--- config.mk ---
export PLATFORM = sky130hd
export DESIGN_NAME = lane_oe_ctrl
export DESIGN_NICKNAME = d
export VERILOG_FILES = /design/src/rtl/lane_oe_pkg.sv /design/src/rtl/lane_oe_rst_filter.sv /design/src/rtl/lane_oe_regs.sv /design/src/rtl/lane_oe_lock_fsm.sv /design/src/rtl/lane_oe_ctrl.sv
export SDC_FILE = /design/constraint.sdc
export NUM_CORES = 1
export LEC_CHECK = 0
export ABC_AREA = 1
export BUFFER_PORTS_ARGS = -buffer_cell sky130_fd_sc_hd__buf_2
export CORE_ASPECT_RATIO = 0.7
export CORE_UTILIZATION = 38
export DETAILED_ROUTE_END_ITERATION = 16
export PLACE_DENSITY = 0.68
export SLEW_MARGIN = 20
export SYNTH_ARGS = -nofsm -noshare
export SYNTH_HDL_FRONTEND = slang
export SYNTH_SLANG_ARGS = --single-unit
--- constraint.sdc ---
create_clock -name clk -period 1.44 [get_ports clk]
set_input_delay 0.144 -clock clk [delete_from_list [all_inputs] [get_ports clk]]
set_output_delay 0.144 -clock clk [all_outputs]
set_load 0.05 [all_outputs]
--- src/rtl/lane_oe_pkg.sv ---
// Shared definitions for the per-lane output enable controller.
// Assumes a fixed 2-bit register address space with one register per field.
package lane_oe_pkg;
    localparam logic [1:0] ADDR_TX_DIS = 2'd0;
    localparam logic [1:0] ADDR_RX_DIS = 2'd1;
    localparam logic [1:0] ADDR_TX_SQD = 2'd2;
    localparam logic [1:0] ADDR_RX_SQD = 2'd3;

    typedef enum logic [1:0] {
        LK_RUN   = 2'd0,
        LK_HELD  = 2'd1,
        LK_ARMED = 2'd2
    } lock_state_e;
endpackage

--- src/rtl/lane_oe_rst_filter.sv ---
// Module reset qualifier: synchronises the active-low request and emits a
// one-cycle pulse on release, but only if the low lasted RST_MIN_CYC cycles.
// Assumes the request is asynchronous to clk.
module lane_oe_rst_filter #(
    parameter int RST_MIN_CYC = 250
) (
    input  logic clk,
    input  logic rst_n,
    input  logic req_n,
    output logic pulse
);
    localparam int CNT_W = $clog2(RST_MIN_CYC + 1);
    localparam logic [CNT_W-1:0] CNT_MAX = CNT_W'(RST_MIN_CYC);

    logic [1:0]       sync_q;
    logic [CNT_W-1:0] low_cnt_q;

    // Synchronise the request, count low cycles, and fire on qualified release.
    always_ff @(posedge clk) begin
        if (!rst_n) begin
            sync_q    <= 2'b11;
            low_cnt_q <= '0;
            pulse     <= 1'b0;
        end else begin
            sync_q <= {sync_q[0], req_n};
            pulse  <= 1'b0;
            if (!sync_q[1]) begin
                if (low_cnt_q != CNT_MAX) low_cnt_q <= low_cnt_q + 1'b1;
            end else begin
                if (low_cnt_q == CNT_MAX) pulse <= 1'b1;
                low_cnt_q <= '0;
            end
        end
    end

    assert_pulse_single_R9: assert property (@(posedge clk) disable iff (!rst_n)
        pulse |=> !pulse);
endmodule

--- src/rtl/lane_oe_regs.sv ---
// Control register file: four per-lane bit vectors, written through a strobe
// and read combinationally. All bits return to zero on system or module reset.
module lane_oe_regs
    import lane_oe_pkg::*;
#(
    parameter int LANES = 4
) (
    input  logic             clk,
    input  logic             rst_n,
    input  logic             soft_rst,
    input  logic             wr_en,
    input  logic [1:0]       addr,
    input  logic [LANES-1:0] wdata,
    output logic [LANES-1:0] rdata,
    output logic [LANES-1:0] tx_dis,
    output logic [LANES-1:0] rx_dis,
    output logic [LANES-1:0] tx_sqd,
    output logic [LANES-1:0] rx_sqd
);
    // Hold control bits; module reset has priority over a write.
    always_ff @(posedge clk) begin
        if (!rst_n || soft_rst) begin
            tx_dis <= '0;
            rx_dis <= '0;
            tx_sqd <= '0;
            rx_sqd <= '0;
        end else if (wr_en) begin
            case (addr)
                ADDR_TX_DIS: tx_dis <= wdata;
                ADDR_RX_DIS: rx_dis <= wdata;
                ADDR_TX_SQD: tx_sqd <= wdata;
                default:     rx_sqd <= wdata;
            endcase
        end
    end

    // Select the addressed register for read-back.
    always_comb begin
        case (addr)
            ADDR_TX_DIS: rdata = tx_dis;
            ADDR_RX_DIS: rdata = rx_dis;
            ADDR_TX_SQD: rdata = tx_sqd;
            default:     rdata = rx_sqd;
        endcase
    end

    assert_soft_rst_defaults_R9: assert property (@(posedge clk) disable iff (!rst_n)
        soft_rst |=> (tx_dis == '0 && rx_dis == '0 && tx_sqd == '0 && rx_sqd == '0));
endmodule

--- src/rtl/lane_oe_lock_fsm.sv ---
// Transmit fault lockout for one lane. A fault locks the lane. The lockout is
// armed by the disable bit being set and released when it clears with no fault.
// A module reset releases it if no fault is present.
// Assumes fault and disable inputs are synchronous to clk.
module lane_oe_lock_fsm
    import lane_oe_pkg::*;
(
    input  logic clk,
    input  logic rst_n,
    input  logic soft_rst,
    input  logic dis_bit,
    input  logic fault,
    output logic locked
);
    lock_state_e state_q;

    // Advance the lockout state.
    always_ff @(posedge clk) begin
        if (!rst_n) begin
            state_q <= LK_RUN;
        end else if (soft_rst) begin
            state_q <= fault ? LK_HELD : LK_RUN;
        end else begin
            case (state_q)
                LK_RUN:   if (fault) state_q <= LK_HELD;
                LK_HELD:  if (dis_bit) state_q <= LK_ARMED;
                LK_ARMED: if (!dis_bit) state_q <= fault ? LK_HELD : LK_RUN;
                default:  state_q <= LK_HELD;
            endcase
        end
    end

    assign locked = (state_q != LK_RUN);

    assert_fault_locks_R6: assert property (@(posedge clk) disable iff (!rst_n)
        fault |=> locked);
    assert_no_direct_release_R8: assert property (@(posedge clk) disable iff (!rst_n)
        (state_q == LK_HELD && !soft_rst) |=> locked);
endmodule

--- src/rtl/lane_oe_ctrl.sv ---
// Per-lane output enable controller (top). It combines the soft disable bits,
// LOS squelch with per-direction defeat bits, and the per-lane transmit fault
// lockout into transmit and receive output enables.
// Assumes LOS and fault inputs are synchronous to clk.
module lane_oe_ctrl
    import lane_oe_pkg::*;
#(
    parameter int LANES       = 4,
    parameter int RST_MIN_CYC = 250
) (
    input  logic             clk,
    input  logic             rst_n,
    input  logic             mod_rst_n,
    input  logic             reg_wr_en,
    input  logic [1:0]       reg_addr,
    input  logic [LANES-1:0] reg_wdata,
    output logic [LANES-1:0] reg_rdata,
    input  logic [LANES-1:0] tx_los,
    input  logic [LANES-1:0] rx_los,
    input  logic [LANES-1:0] tx_fault,
    output logic [LANES-1:0] tx_oe,
    output logic [LANES-1:0] rx_oe,
    output logic [LANES-1:0] tx_locked
);
    logic             soft_rst;
    logic [LANES-1:0] tx_dis, rx_dis, tx_sqd, rx_sqd;

    lane_oe_rst_filter #(.RST_MIN_CYC(RST_MIN_CYC)) rst_filt_i (
        .clk   (clk),
        .rst_n (rst_n),
        .req_n (mod_rst_n),
        .pulse (soft_rst)
    );

    lane_oe_regs #(.LANES(LANES)) regs_i (
        .clk      (clk),
        .rst_n    (rst_n),
        .soft_rst (soft_rst),
        .wr_en    (reg_wr_en),
        .addr     (reg_addr),
        .wdata    (reg_wdata),
        .rdata    (reg_rdata),
        .tx_dis   (tx_dis),
        .rx_dis   (rx_dis),
        .tx_sqd   (tx_sqd),
        .rx_sqd   (rx_sqd)
    );

    for (genvar g = 0; g < LANES; g++) begin : g_lane
        lane_oe_lock_fsm lock_i (
            .clk      (clk),
            .rst_n    (rst_n),
            .soft_rst (soft_rst),
            .dis_bit  (tx_dis[g]),
            .fault    (tx_fault[g]),
            .locked   (tx_locked[g])
        );
    end

    // Combine per-lane gating terms into output enables.
    always_comb begin
        tx_oe = ~tx_dis & ~tx_locked & ~tx_fault & ~(tx_los & ~tx_sqd);
        rx_oe = ~rx_dis & ~(rx_los & ~rx_sqd);
    end

    assert_tx_gated_R2: assert property (@(posedge clk) disable iff (!rst_n)
        (tx_oe & (tx_dis | tx_fault | tx_locked)) == '0);
    assert_rx_gated_R3: assert property (@(posedge clk) disable iff (!rst_n)
        (rx_oe & rx_dis) == '0);
    assert_tx_squelch_R4: assert property (@(posedge clk) disable iff (!rst_n)
        (tx_oe & tx_los & ~tx_sqd) == '0);
    assert_rx_squelch_R5: assert property (@(posedge clk) disable iff (!rst_n)
        (rx_oe & rx_los & ~rx_sqd) == '0);
endmodule

==> results.md <==
| Result | Value | Unit |
| --- | --- | --- |
| Avg Inst Size Synth | 6.754 | sq um |
| Slew Limit Headroom | 80.45 | % |
| Global-route total usage across every layer | 16.28 | % |
| Cell count after placement | 360 | - |
| Maximum number of pins on one net before global-route repair | 17 | - |
| Clock input transition at the sequential cells of the worst setup and hold paths | 0.07 | ns |
| Die width | 85.41 | um |
| Cell taking the most area after synthesis | dfxtp_1 | - |
| Via-to-Cell Ratio | 4.846 | - |
| Synth cell count leaders | 66 x nand2_1, 38 x a21oi_1, 36 x inv_1 | - |
| Final count of hold timing violations | 0 | - |
| Post-route setup slack | 0.07034 | ns |
| Maximum vdd ir drop | 0.6780 | mV |
| Port-buffer cells | 37 | - |
| Post-route cell area | 0.002220 | sq mm |
| Synth area leaders | dfxtp_1 38%, nand2_1 13%, a21oi_1 10% | - |
| Cts bufs inserted | 5 | - |
| Distinct cell type count of the synthesized netlist | 26 | - |
| Synth Area in Simple Gates | 28.80 | % |
| Share of flip-flops with an asynchronous set or reset | 0 | % |
| Dominant combinational cell family by area after synthesis | simple AND/OR/NAND/NOR gates | - |
| TritonCTS clock tree | yes | - |
| Synthesis-to-finish area growth | 19.95 | % |
| 1st-iter DRT viols | 99 | - |
| Clock root buffer | clkbuf_8 | - |
| Fraction of final layout cells sized beyond drive strength 1 | 24.52 | % |
| Worst clock skew | 0.006796 | ns |
| Compound-gate portion of the synthesized area | 19.88 | % |
| N_diodes | 0 | - |
| Xor/xnor share of the synthesized area | 0 | % |
| Power density of the placed cells | 993.8 | mW/mm^2 |
| Clock latency reported for the late side of the worst-skew pair | 0.28 | ns |
| Seq cells post-synth | 35 | - |
| Leakage power total | 1.025 | nW |
| Unrepaired setup endpoints after global routing | yes | - |
| Count of flip-flops with a built-in enable after synthesis | 0 | - |
| Via count of the first global-routing pass | 1432 | - |
| CP Capture Type | output pin | - |
| Mux share of post-synthesis cell area | 0 | % |
| Placer congestion estimate | 0.8251 | - |
| Element type at the critical path start | flop | - |
| Synth Cell Area | 0.001851 | sq mm |
| Vias | 1788 | - |
| Detailed Place HPWL | 3093 | um |
| Syn Inst Count | 274 | - |
| Place WS | 0.2373 | ns |
| Final cell count without fillers | 369 | - |
| Overall die area | 0.005157 | sq mm |
| Net count after synthesis | 298 | - |
| Area after detailed placement | 0.002068 | sq mm |
| Count of nets left with antenna violations after detail routing | 0 | - |
| Final wirelength | 3969 | um |
| Placement row count | 20 | - |
| Final Setup Violations | 0 | - |
| Portion of the post-synthesis area used by sequential elements | 37.86 | % |
| H-tree depth | 2 | - |
| Data arrival, critical path | 1.23 | ns |
| Clock Sink Count | 35 | - |
| Global-route wire length before repair | 6548 | um |
| Most common flop cell mapped by yosys | dfxtp_1 | - |
| YS warnings | 0 | - |
| Pre-antenna DRT Iters | 4 | - |
| Critical path class | flop to output pin | - |
| # nets final | 338 | - |
| Starting utilization of the core area | 41.08 | % |
| Overall overflow remaining after global route | 0 | - |
| DRC violation count after routing | 0 | - |
| Peak Freq | 0.7301 | GHz |
| Maximum buffer depth of the clock tree | 2 | - |
| Run status | completed | - |
| Post-synth top area share | 37.86 | % |
| Vertical extent of the die | 60.39 | um |
| Slew at the pin with the worst max-slew slack | 0.2928 | ns |
| Boundary Pins | 38 | - |
| Setup Total Neg Slack | 0 | ns |
| Post-synthesis share of cell area spent on full adders, half adders and majority gates | 1.352 | % |
| Critical Path Fanout Max | 3 | - |
| Final Max Slew Viols | 0 | - |
| Initial antenna violation count | 0 | - |
| Wire per inst | 10.76 | um |
| Fin crit period | 1.370 | ns |
| Final period utilization | 95.11 | % |
| Placeable core area | 0.004504 | sq mm |
| Max-Cap Viols | 0 | - |
| Most numerous cell in the Yosys netlist | nand2_1 | - |
| HP Class | primary input to flop | - |
| CP required | 1.30 | ns |
| Hold Buf Count CTS | 0 | - |
| Overall power | 2.206 | mW |
## metal layers
metal	track usage, %	routed length, um	vias up
met5	0	0	-
met4	3.571	0	0
met3	4.490	207	0
met2	23.31	1548	55
met1	24.33	2213	774
li1	-	-	959
## layout by cell type, fill, tap and decap left out
cell type	instances
inv_2	7
nor2_2	3
o2111ai_1	1
o21ai_0	19
o21ai_1	4
clkbuf_8	6
ha_1	2
buf_4	4
or2_2	2
dfxtp_1	34
buf_2	32
a21oi_2	2
nor2_4	2
nor2_8	1
clkinv_2	1
nand4_1	5
a211oi_2	4
nand2_2	5
nor3_4	1
nor2_1	24
and3_1	1
dfxtp_4	1
nand3_2	1
inv_4	1
nand2_1	65
a21oi_1	38
or2_0	2
inv_1	34
buf_6	4
o22ai_1	1
nand3_1	7
## path summary, 6_finish.rpt
path	start	endpoint	slack [ns]	cells after the start
worst max-delay path	g_lane[1].lock_i.state_q[0]$_SDFFE_PN0P_	tx_oe[1]	0.07	4
worst min-delay path	mod_rst_n	rst_filt_i.sync_q[0]$_SDFF_PN1_	0.05	2
worst max register to register	rst_filt_i.low_cnt_q[1]$_SDFFE_PP0N_	rst_filt_i.low_cnt_q[4]$_SDFFE_PP0N_	0.21	4
worst min register to register	rst_filt_i.sync_q[0]$_SDFF_PN1_	rst_filt_i.sync_q[1]$_SDFF_PN1_	0.42	1
## cell families after synthesis
kind of cell             after synthesis
AO/OA/AOI/OAI                         69
buffers and inverters                 49
flip-flops                            35
AND/OR/NAND/NOR                      119
adder cells (fa/ha/maj)                2
## critical path, cell delays in order (launching register included)
cell	delay (ns)
dfxtp_4	0.36
nor2_4	0.11
nand2_2	0.07
a211oi_2	0.22
buf_6	0.19
## repair_timing
item / CTS / global route
endpoints found under the setup margin: 3 / 5
buffers inserted: 0 / 2
gates resized for setup: 3 / 17
hold endpoints to repair: 0 / 0
pin swaps: 0 / 3
## flip-flops by register name, indices dropped and copies added (netlist names)
register and flops:
g_lane.lock_i.state_q 8, regs_i.rx_dis 4, regs_i.rx_sqd 4, regs_i.tx_dis 4
regs_i.tx_sqd 4, rst_filt_i.low_cnt_q 8, rst_filt_i.pulse 1, rst_filt_i.sync_q 2
## stage by stage
stage | utilization (%) | hold WS (ns)
2_1_floorplan | - | 0.2506
3_3_place_gp | 45.92 | 0.3311
3_5_place_dp | 45.92 | 0.3324
4_1_cts | 48.03 | 0.04294
5_1_grt | 49.28 | 0.04429
6_report | 49.28 | 0.05405
## final cells by class
class | instances | area, sq um
Sequential cell | 35 | 704.4
Clock buffer | 6 | 82.58
Tap cell | 55 | 68.82
Clock inverter | 1 | 5.005
Multi-Input combinational cell | 190 | 963.4
Timing Repair Buffer | 40 | 235.2
Fill cell | 452 | 2285
Inverter | 42 | 160.2
## where the power goes
part,internal [mW],total (mW),switching (mW)
sequential,1.01,1.05,0.0361
combinational,0.147,0.466,0.319
clock,0.375,0.694,0.319
total,1.53,2.21,0.674
(Power assumes the default switching activity.)
